<file path="src/rtl/sp_pkg.sv">
package sp_pkg;
  localparam int SP_DW = 8;

  typedef enum logic [1:0] {
    MD_SHIFT   = 2'b00,
    MD_ASYNC8  = 2'b01,
    MD_ASYNC9F = 2'b10,
    MD_ASYNC9V = 2'b11
  } sp_mode_e;

  localparam int CB_RXF = 0;
  localparam int CB_TXF = 1;
  localparam int CB_RX9 = 2;
  localparam int CB_TX9 = 3;
  localparam int CB_REN = 4;
  localparam int CB_MPE = 5;

  localparam logic ADDR_CTRL = 1'b0;
  localparam logic ADDR_DATA = 1'b1;
endpackage

</file>
<file path="src/rtl/sp_shift0.sv">
// Synchronous shift engine: drives the shift clock and moves one byte in
// either direction, one bit per two ticks.
module sp_shift0 #(
  parameter int DW = 8
) (
  input  logic          clk,
  input  logic          rst_n,
  input  logic          tick,
  input  logic          start_tx,
  input  logic          start_rx,
  input  logic [DW-1:0] din,
  input  logic          rxd,
  output logic          sclk,
  output logic          dout,
  output logic          doe,
  output logic          done,
  output logic          is_rx,
  output logic [DW-1:0] rx_data
);
  localparam int HW = $clog2(2 * DW);
  localparam logic [HW-1:0] HLAST = HW'(2 * DW - 1);

  logic          busy;
  logic          dir_rx;
  logic [HW-1:0] half;
  logic [DW-1:0] sh;

  always_ff @(posedge clk or negedge rst_n) begin
    if (!rst_n) begin
      busy   <= 1'b0;
      dir_rx <= 1'b0;
      half   <= '0;
      sh     <= '0;
    end else if (!busy) begin
      if (start_tx) begin
        busy   <= 1'b1;
        dir_rx <= 1'b0;
        half   <= '0;
        sh     <= din;
      end else if (start_rx) begin
        busy   <= 1'b1;
        dir_rx <= 1'b1;
        half   <= '0;
        sh     <= '0;
      end
    end else if (tick) begin
      if (!half[0]) begin
        // clock rises: receiver samples
        if (dir_rx) sh <= {rxd, sh[DW-1:1]};
      end else if (!dir_rx) begin
        // clock falls: transmitter presents next bit
        sh <= {1'b0, sh[DW-1:1]};
      end
      if (half == HLAST) busy <= 1'b0;
      half <= half + 1'b1;
    end
  end

  assign done    = busy && tick && (half == HLAST);
  assign is_rx   = dir_rx;
  assign sclk    = busy ? half[0] : 1'b1;
  assign dout    = sh[0];
  assign doe     = busy && !dir_rx;
  assign rx_data = sh;
endmodule

</file>
<file path="src/rtl/sp_async_tx.sv">
// Asynchronous frame transmitter with a selectable ninth bit.
module sp_async_tx #(
  parameter int OVS = 16,
  parameter int DW  = 8
) (
  input  logic          clk,
  input  logic          rst_n,
  input  logic          tick,
  input  logic          start,
  input  logic          nine,
  input  logic          bit9,
  input  logic [DW-1:0] din,
  output logic          txd,
  output logic          stop_begin
);
  localparam int FW = DW + 3;
  localparam int CW = $clog2(OVS);
  localparam int IW = $clog2(FW);

  logic          busy;
  logic          nine_q;
  logic [CW-1:0] cnt;
  logic [IW-1:0] idx;
  logic [FW-1:0] sh;
  logic [IW-1:0] stop_idx;
  logic          bit_end;

  assign stop_idx = nine_q ? IW'(DW + 2) : IW'(DW + 1);
  assign bit_end  = busy && tick && (cnt == CW'(OVS - 1));

  always_ff @(posedge clk or negedge rst_n) begin
    if (!rst_n) begin
      busy   <= 1'b0;
      nine_q <= 1'b0;
      cnt    <= '0;
      idx    <= '0;
      sh     <= '1;
    end else if (!busy) begin
      if (start) begin
        busy   <= 1'b1;
        nine_q <= nine;
        cnt    <= '0;
        idx    <= '0;
        sh     <= nine ? {1'b1, bit9, din, 1'b0} : {2'b11, din, 1'b0};
      end
    end else if (tick) begin
      if (cnt == CW'(OVS - 1)) begin
        cnt <= '0;
        sh  <= {1'b1, sh[FW-1:1]};
        if (idx == stop_idx) busy <= 1'b0;
        else idx <= idx + 1'b1;
      end else begin
        cnt <= cnt + 1'b1;
      end
    end
  end

  assign stop_begin = bit_end && (idx == stop_idx - 1'b1);
  assign txd        = busy ? sh[0] : 1'b1;
endmodule

</file>
<file path="src/rtl/sp_async_rx.sv">
// Asynchronous frame receiver, 16x oversampled, one sample at mid-bit.
module sp_async_rx #(
  parameter int OVS = 16,
  parameter int DW  = 8
) (
  input  logic          clk,
  input  logic          rst_n,
  input  logic          tick,
  input  logic          en,
  input  logic          nine,
  input  logic          rxd,
  output logic          done,
  output logic [DW-1:0] data,
  output logic          bit9,
  output logic          stop_ok
);
  localparam int CW   = $clog2(OVS);
  localparam int IW   = $clog2(DW + 2);
  localparam int HALF = OVS / 2;

  typedef enum logic [1:0] {RX_IDLE, RX_START, RX_DATA} rx_st_e;

  rx_st_e        st;
  logic          lvl;
  logic          nine_q;
  logic [CW-1:0] cnt;
  logic [IW-1:0] idx;
  logic [DW:0]   sh;
  logic [IW-1:0] stop_idx;

  assign stop_idx = nine_q ? IW'(DW + 1) : IW'(DW);

  always_ff @(posedge clk or negedge rst_n) begin
    if (!rst_n) begin
      st      <= RX_IDLE;
      lvl     <= 1'b1;
      nine_q  <= 1'b0;
      cnt     <= '0;
      idx     <= '0;
      sh      <= '0;
      done    <= 1'b0;
      stop_ok <= 1'b0;
    end else begin
      done <= 1'b0;
      if (tick) lvl <= rxd;
      case (st)
        RX_IDLE: begin
          if (tick && en && lvl && !rxd) begin
            st     <= RX_START;
            cnt    <= '0;
            nine_q <= nine;
          end
        end
        RX_START: begin
          if (tick) begin
            if (cnt == CW'(HALF - 1)) begin
              cnt <= '0;
              idx <= '0;
              st  <= rxd ? RX_IDLE : RX_DATA;
            end else begin
              cnt <= cnt + 1'b1;
            end
          end
        end
        RX_DATA: begin
          if (tick) begin
            if (cnt == CW'(OVS - 1)) begin
              cnt <= '0;
              if (idx == stop_idx) begin
                st      <= RX_IDLE;
                done    <= 1'b1;
                stop_ok <= rxd;
              end else begin
                sh  <= {rxd, sh[DW:1]};
                idx <= idx + 1'b1;
              end
            end else begin
              cnt <= cnt + 1'b1;
            end
          end
        end
        default: st <= RX_IDLE;
      endcase
    end
  end

  assign data = nine_q ? sh[DW-1:0] : sh[DW:1];
  assign bit9 = sh[DW];
endmodule

</file>
<file path="src/rtl/mode_serial_port.sv">
module mode_serial_port
  import sp_pkg::*;
#(
  parameter int OVS  = 16,
  parameter int SYNC = 2
) (
  input  logic             clk,
  input  logic             rst_n,
  input  logic             tick_fixed,
  input  logic             tick_var,
  input  logic             reg_we,
  input  logic             reg_addr,
  input  logic [SP_DW-1:0] reg_wdata,
  output logic [SP_DW-1:0] reg_rdata,
  input  logic             rxd_i,
  output logic             rxd_o,
  output logic             rxd_oe,
  output logic             txd_o,
  output logic             tx_flag,
  output logic             rx_flag
);
  logic [7:0]       ctrl_q;
  logic [SP_DW-1:0] rbuf_q;
  logic [SYNC-1:0]  rx_sync;
  logic             rxd_s;

  logic     wr_ctrl, wr_data;
  sp_mode_e mode;
  logic     sync_md, nine, atick, ren, mpe, rxf;

  assign wr_ctrl = reg_we && (reg_addr == ADDR_CTRL);
  assign wr_data = reg_we && (reg_addr == ADDR_DATA);
  assign mode    = sp_mode_e'(ctrl_q[7:6]);
  assign sync_md = (mode == MD_SHIFT);
  assign nine    = (mode == MD_ASYNC9F) || (mode == MD_ASYNC9V);
  assign atick   = ((mode == MD_ASYNC8) || (mode == MD_ASYNC9V)) ? tick_var : tick_fixed;
  assign ren     = ctrl_q[CB_REN];
  assign mpe     = ctrl_q[CB_MPE];
  assign rxf     = ctrl_q[CB_RXF];

  // input synchroniser
  always_ff @(posedge clk or negedge rst_n) begin
    if (!rst_n) rx_sync <= '1;
    else        rx_sync <= {rx_sync[SYNC-2:0], rxd_i};
  end
  assign rxd_s = rx_sync[SYNC-1];

  // synchronous shift engine
  logic             s_sclk, s_dout, s_doe, s_done, s_is_rx;
  logic [SP_DW-1:0] s_data;

  sp_shift0 #(.DW(SP_DW)) u_shift (
    .clk      (clk),
    .rst_n    (rst_n),
    .tick     (tick_fixed),
    .start_tx (wr_data && sync_md),
    .start_rx (sync_md && ren && !rxf),
    .din      (reg_wdata),
    .rxd      (rxd_s),
    .sclk     (s_sclk),
    .dout     (s_dout),
    .doe      (s_doe),
    .done     (s_done),
    .is_rx    (s_is_rx),
    .rx_data  (s_data)
  );

  // asynchronous transmitter
  logic a_txd, a_stop;

  sp_async_tx #(.OVS(OVS), .DW(SP_DW)) u_atx (
    .clk        (clk),
    .rst_n      (rst_n),
    .tick       (atick),
    .start      (wr_data && !sync_md),
    .nine       (nine),
    .bit9       (ctrl_q[CB_TX9]),
    .din        (reg_wdata),
    .txd        (a_txd),
    .stop_begin (a_stop)
  );

  // asynchronous receiver
  logic             r_done, r_bit9, r_stop;
  logic [SP_DW-1:0] r_data;

  sp_async_rx #(.OVS(OVS), .DW(SP_DW)) u_arx (
    .clk     (clk),
    .rst_n   (rst_n),
    .tick    (atick),
    .en      (!sync_md && ren),
    .nine    (nine),
    .rxd     (rxd_s),
    .done    (r_done),
    .data    (r_data),
    .bit9    (r_bit9),
    .stop_ok (r_stop)
  );

  // acceptance filter
  logic rb8_new, a_accept, s_accept;
  assign rb8_new  = nine ? r_bit9 : r_stop;
  assign a_accept = r_done && !sync_md && ren && !rxf && (!mpe || rb8_new);
  assign s_accept = s_done && s_is_rx && ren && !rxf;

  always_ff @(posedge clk or negedge rst_n) begin
    if (!rst_n) begin
      ctrl_q <= '0;
      rbuf_q <= '0;
    end else begin
      if (wr_ctrl) ctrl_q <= reg_wdata;
      if (a_stop || (s_done && !s_is_rx)) ctrl_q[CB_TXF] <= 1'b1;
      if (a_accept) begin
        ctrl_q[CB_RXF] <= 1'b1;
        ctrl_q[CB_RX9] <= rb8_new;
        rbuf_q         <= r_data;
      end
      if (s_accept) begin
        ctrl_q[CB_RXF] <= 1'b1;
        rbuf_q         <= s_data;
      end
    end
  end

  assign reg_rdata = (reg_addr == ADDR_DATA) ? rbuf_q : ctrl_q;
  assign txd_o     = sync_md ? s_sclk : a_txd;
  assign rxd_o     = s_dout;
  assign rxd_oe    = s_doe;
  assign tx_flag   = ctrl_q[CB_TXF];
  assign rx_flag   = ctrl_q[CB_RXF];
endmodule

</file>
<file path="config.mk">
export PLATFORM = sky130hd
export DESIGN_NAME = mode_serial_port
export DESIGN_NICKNAME = d
export VERILOG_FILES = /design/src/rtl/sp_pkg.sv /design/src/rtl/sp_shift0.sv /design/src/rtl/sp_async_tx.sv /design/src/rtl/sp_async_rx.sv /design/src/rtl/mode_serial_port.sv
export SDC_FILE = /design/constraint.sdc
export NUM_CORES = 1
export LEC_CHECK = 0
export CORE_MARGIN = 5
export CORE_UTILIZATION = 53
export CTS_CLUSTER_SIZE = 12
export DETAILED_ROUTE_END_ITERATION = 16
export GPL_ROUTABILITY_DRIVEN = 0
export GPL_TIMING_DRIVEN = 0
export PLACE_DENSITY_LB_ADDON = 0.08
export SLEW_MARGIN = 20
export SYNTH_ARGS = -nofsm -noshare
export SYNTH_HDL_FRONTEND = slang
export SYNTH_SLANG_ARGS = --single-unit
</file>
<file path="constraint.sdc">
create_clock -name clk -period 1.9 [get_ports clk]
set_input_delay 0.38 -clock clk [delete_from_list [all_inputs] [get_ports clk]]
set_output_delay 0.38 -clock clk [all_outputs]
set_load 0.1 [all_outputs]
</file>
## Yosys cells after proc, flatten, opt, wreduce, memory -nomap -nowiden

Cells that the tools add are included.
W data, S select, Z words.

| word-level totals | value |
|---|---|
| register bits | 76 |
| bits in latches | 0 |
| RAM bits | 0 |
| ROM bits | 0 |
| output and inout bits | 13 |
| word-level logic and storage cells | 191 |
| memories kept | 0 |

| operators by class | value |
|---|---|
| add/subtract/negate cells | 6 |
| $mul | 0 |
| divide/modulo/power cells | 0 |
| magnitude comparators | 0 |
| eq/ne operators | 25 |
| shift-type cells | 0 |
| mux-type cells | 76 |
| bitwise gates (word level) | 4 |
| reduce and logical (&&, ||, !) cells | 57 |

Operators by type and width:

| kind | count |
|---|---|
| $mux W4 | 22 |
| $mux W8 | 11 |
| $mux W11 | 4 |
| $mux W1 | 26 |
| $logic_and A1 B1 Y1 | 24 |
| $add A4 B1 Y4 const B | 5 |
| $reduce_and A4 Y1 | 5 |
| $mux W2 | 8 |
| $ne A2 B1 Y1 const B | 7 |
| $eq A4 B4 Y1 | 3 |
| $eq A4 B4 Y1 const B | 3 |
| $pmux W4 S3 | 1 |
| $reduce_and A6 Y1 | 2 |
| $reduce_bool A2 Y1 | 6 |
| $mux W10 | 1 |
| $reduce_and A2 Y1 | 5 |
| $reduce_bool A3 Y1 | 3 |
| $ne A2 B2 Y1 const B | 4 |
| $pmux W4 S2 | 1 |
| $eq A2 B2 Y1 const B | 3 |
| $ne A3 B3 Y1 const B | 2 |
| $pmux W2 S3 | 1 |
| $logic_not A1 Y1 | 5 |
| $eq A2 B1 Y1 const B | 2 |
| 7 further kinds | 14 |

## Depth between registers and ports, before layout

| logic depth | value |
|---|---|
| word-level depth | 8 |
| gate-level depth with buffers | 8 |

## Modules after synthesis

A second synthesis with hierarchy kept.

| second synthesis, totals | value |
|---|---|
| cell total of the unflattened synthesis | 360 |
| area, all modules | 4027.6 sq um |

Modules (own cells, without submodules):

| module | times used | cells an instance | area an instance (sq um) | seq. area each (sq um) |
|---|---|---|---|---|
| sp_async_rx | 1 | 112 | 1305.0 | 576.8 |
| sp_async_tx | 1 | 101 | 1071.0 | 513.0 |
| mode_serial_port | 1 | 85 | 954.7 | 452.9 |
| sp_shift0 | 1 | 62 | 696.9 | 350.3 |

## Worst setup path after synthesis

No wires, ideal clock.

| timing | value |
|---|---|
| path type | register to output |
| start | register u_atx.busy |
| end | output txd_o |
| data arrival time | 2.396 ns |
| data required time | 1.520 ns |
| path slack | -0.876 ns |
| cell stages (with the launch flop) | 5 |
| buffers on the path | 2 |
| path through | dfrtp_1 > buf_6 > clkbuf_1 > nor3b_1 > a21oi_1 |

| on the way | value |
|---|---|
| word-level cells in the longest chain between the ends | 2 |

Ends and longest elaborated chain:

| item | RTL line | text |
|---|---|---|
| start, declared | sp_async_tx.sv:20 | `logic busy;` |
| start signal, assigned | sp_async_tx.sv:33 | `busy <= 1'b0;` |
| start signal, assigned | sp_async_tx.sv:40 | `busy <= 1'b1;` |
| start signal, assigned | sp_async_tx.sv:50 | `if (idx == stop_idx) busy <= 1'b0;` |
| $mux W1 | sp_async_tx.sv:59 | `assign txd = busy ? sh[0] : 1'b1;` |
| $mux W1 | mode_serial_port.sv:126 | `assign txd_o = sync_md ? s_sclk : a_txd;` |
| end, declared | mode_serial_port.sv:18 | `output logic txd_o,` |

Every way passes these cells.

## Worst setup path in the final report

Ends and elaborated chain as after synthesis.

==> impl_metrics.env <==
export IMPL_post_route_period_util_pct=99.4
export IMPL_hold_viol_final=0
export IMPL_path_class="flip-flop to output port"
export IMPL_netlist_area_leader_share_pct=39.8
export IMPL_coreArea_sq_mm=0.00721
export IMPL_regArea_sq_mm=0.00190
export IMPL_finalNetCount=448
export IMPL_start_kind="flip-flop"
export IMPL_most_common_layout_cells="dfrtp_1 (58), nand2_1 (37), nor2_1 (31)"
export IMPL_postSynthCellCount=369
export IMPL_ys_seq_area_share_pct=48.6
export IMPL_grt_antenna_before_repair=0
export IMPL_p_per_area_mw_per_mm2=1250
export IMPL_hold_slack_ns=0.360
export IMPL_cts_sinks=75
export IMPL_min_period_ns=1.89
export IMPL_synth_compound_area_share_pct=15.1
export IMPL_placementRows=31
export IMPL_fillers=580
export IMPL_grt_max_degree=44
export IMPL_ios=28
export IMPL_start_util_pct=54.0
export IMPL_cp_max_fo=7
export IMPL_die_w_microns=95.7
export IMPL_final_common_cell="dfrtp_1"
export IMPL_rsz0062_at_grt="yes"
export IMPL_wl_per_cell_microns=17.0
export IMPL_drive_gt1_share_pct=31.9
export IMPL_ys_seq_elements=75
export IMPL_synthFlopType="dfrtp_1"
export IMPL_yosys_area_top_type="dfrtp_1"
export IMPL_post_route_util_pct=66.9
export IMPL_grt_pass1_wl_mm=14.8
export IMPL_path_cells="buf_6 -> clkbuf_16 -> nor3b_1 -> a21oi_2 -> buf_12"
export IMPL_drtIter0Drc=124
export IMPL_synthMuxAreaShare_pct=13.8
export IMPL_synthArstFlopShare_pct=100
export IMPL_dieHeight_microns=95.7
export IMPL_cts_path_max_buffers=2
export IMPL_finalWirelength_mm=9.00
export IMPL_final_max_slew_viol_count=0
export IMPL_cp_slowest_cell="dfrtp_1"
export IMPL_synth_top_family_by_area="simple AND/OR/NAND/NOR gates"
export IMPL_cts_buffers=9
export IMPL_postRouteAntennaNets=0
export IMPL_grt_total_usage_pct=21.3
export IMPL_worst_slew_pin_slew_ns=0.608
export IMPL_postSynthAreaPerCell_sq_um=10.6
export IMPL_multiInputGateArea_sq_mm=0.00202
export IMPL_grt_pass1_vias=2980
export IMPL_placement_io_buffers=26
export IMPL_yosys_area_share_simple_pct=15.2
export IMPL_die_area_sq_mm=0.00917
export IMPL_place_hpwl_mm=6.17
export IMPL_synth_nets=393
export IMPL_n_antenna_cell=0
export IMPL_synth_fa_ha_area_share_pct=2.89
export IMPL_first_pass_iters=4
export IMPL_ys_types=54
export IMPL_critical_path_top_delay_family="buffers and inverters"
export IMPL_arrival_ns=1.51
export IMPL_synthesis_area_sq_mm=0.00390
export IMPL_critPathMaxStageDelay_ns=0.38
export IMPL_dp_cells=495
export IMPL_setup_tns_ns=0
export IMPL_drv_cap=0
export IMPL_fin_ws_ns=0.0112
export IMPL_drc_errors=0
export IMPL_end_kind="output port"
export IMPL_cp_buffers_inverters=3
export IMPL_cts_tree="done"
export IMPL_fin_skew_ns=0.0104
export IMPL_fin_cells=528
export IMPL_vias=3001
export IMPL_outcome="finished clean"
export IMPL_cts_root_buf="clkbuf_8"
export IMPL_ir_worst_vdd_uv=506
export IMPL_path_clk_slew_ns=0.09
export IMPL_setup_viol=0
export IMPL_cts_max_level=3
export IMPL_clock_fmax_mhz=529
export IMPL_area_delta_synth_final_pct=24.0
export IMPL_yosysWarnings=0
export IMPL_slew_headroom_pct=59.2
export IMPL_hold_class="flip-flop to flip-flop"
export IMPL_overflow=0
export IMPL_clk_latency_ns=0.36
export IMPL_required_ns=1.52
export IMPL_synthXorXnorAreaFrac_pct=1.35
export IMPL_post_place_ws_ns=-0.997
export IMPL_yosys_top_cells_area="dfrtp_1 (40%), dfstp_2 (8.8%), mux2_2 (7.8%)"
export IMPL_p_leak_nw=2.12
export IMPL_synth_edf_count=0
export IMPL_vias_per_cell=5.68
power by group:
group	switching (mW)	internal, mW	total (mW)
Sequential	0.432	2.09	2.52
Combinational	1.31	0.899	2.21
Clock	0.674	0.632	1.31
Total	2.42	3.62	6.04
flip-flops by register name, indices dropped and copies added (netlist names):
signal / count
u_arx.done: 1
u_arx.nine_q: 1
u_arx.idx: 4
rbuf_q: 8
u_atx.idx: 4
u_shift.half: 4
rx_sync: 2
u_atx.sh: 10
u_arx.st: 2
u_atx.nine_q: 1
u_shift.rx_data: 8
u_shift.busy: 1
ctrl_q: 8
u_shift.is_rx: 1
u_arx.sh: 9
u_atx.busy: 1
u_arx.cnt: 4
u_arx.stop_ok: 1
u_atx.cnt: 4
u_arx.lvl: 1
logic make-up (layout without fill, tap and decap cells):
| group | Yosys count | after routing |
|---|---|---|
| buffers and inverters | 22 | 81 |
| muxes | 50 | 50 |
| xor gates and xnor gates | 6 | 6 |
| and+or+nand+nor | 122 | 122 |
| adders and majority gates | 9 | 9 |
| AOI/OAI and AO/OA | 85 | 86 |
| DFF | 75 | 75 |
path summary, 6_finish.rpt:
kind / startpoint / end / slack [ns] / cells after the start
worst max-delay path: u_atx.busy / txd_o / 0.01 / 5
worst min-delay path: rx_sync[0] / rx_sync[1] / 0.36 / 0
worst max register to register: ctrl_q[6] / u_arx.sh[2] / 0.08 / 5
worst min register to register: rx_sync[0] / rx_sync[1] / 0.36 / 0
max in group asynchronous: rst_n / u_atx.sh[8] / 0.76 / 3
min in group asynchronous: rst_n / u_atx.cnt[1] / 0.51 / 2
metrics by stage:
| stage | area (sq um) | total power, mW |
|---|---|---|
| after CTS | 4650 | 5.95 |
| after floorplan | 3910 | 4.03 |
| after detailed placement | 4310 | 4.56 |
| final | 4830 | 6.04 |
| after global routing | 4830 | 6.43 |
| after global placement | 4290 | 4.48 |
cell usage after synthesis (all sizes together) (2+ instances only):
cell type,number
dfstp,13
o21ai,33
nand4,3
nand3,9
nand2,38
a21oi,20
nor2b,4
mux2i,22
xnor2,2
a22oi,8
nor3b,3
and2,2
buf,9
nand2b,8
a22o,5
o221ai,3
xor2,4
nor3,3
or3,2
or2,2
dfrtp,62
mux2,28
and3,5
inv,8
clkbuf,5
a221o,8
a31o,2
ha,9
nor2,37
worst register-to-register path, cell delays in order (launching register included):
cell,delay [ns]
dfrtp_2,0.49
mux2i_2,0.27
nor2_1,0.18
nand3_2,0.16
a21oi_4,0.24
mux2_2,0.37
repair_timing:
item / in CTS / in global routing
pin swaps: 4 / 6
setup endpoints to repair: 57 / 41
cloned: 1 / 1
gates resized for setup: 102 / 20
buffers inserted: 3 / 12
endpoints found under the hold margin: 29 / 0
hold buffers: 1 / 0
layer usage:
layer | part of all wire (%) | up-vias | track usage (%)
li1 | - | 1447 | -
met1 | 46 | 1493 | 29.3
met2 | 49 | 48 | 33.5
met3 | 3.3 | 13 | 3.21
met4 | 1.9 | 0 | 9.36
met5 | 0 | - | 0
cell type report:
type / count / share of cell area (%)
flip-flops and latches: 75 / 39.3
well taps: 99 / 2.56
inverters: 8 / 0.699
plain buffers: 13 / 2.46
multi-input cells: 273 / 41.7
clock inverters: 7 / 1.74
repair buffers: 44 / 8.94
clock buffers: 9 / 2.56
Power figures use the tool's default switching activity.
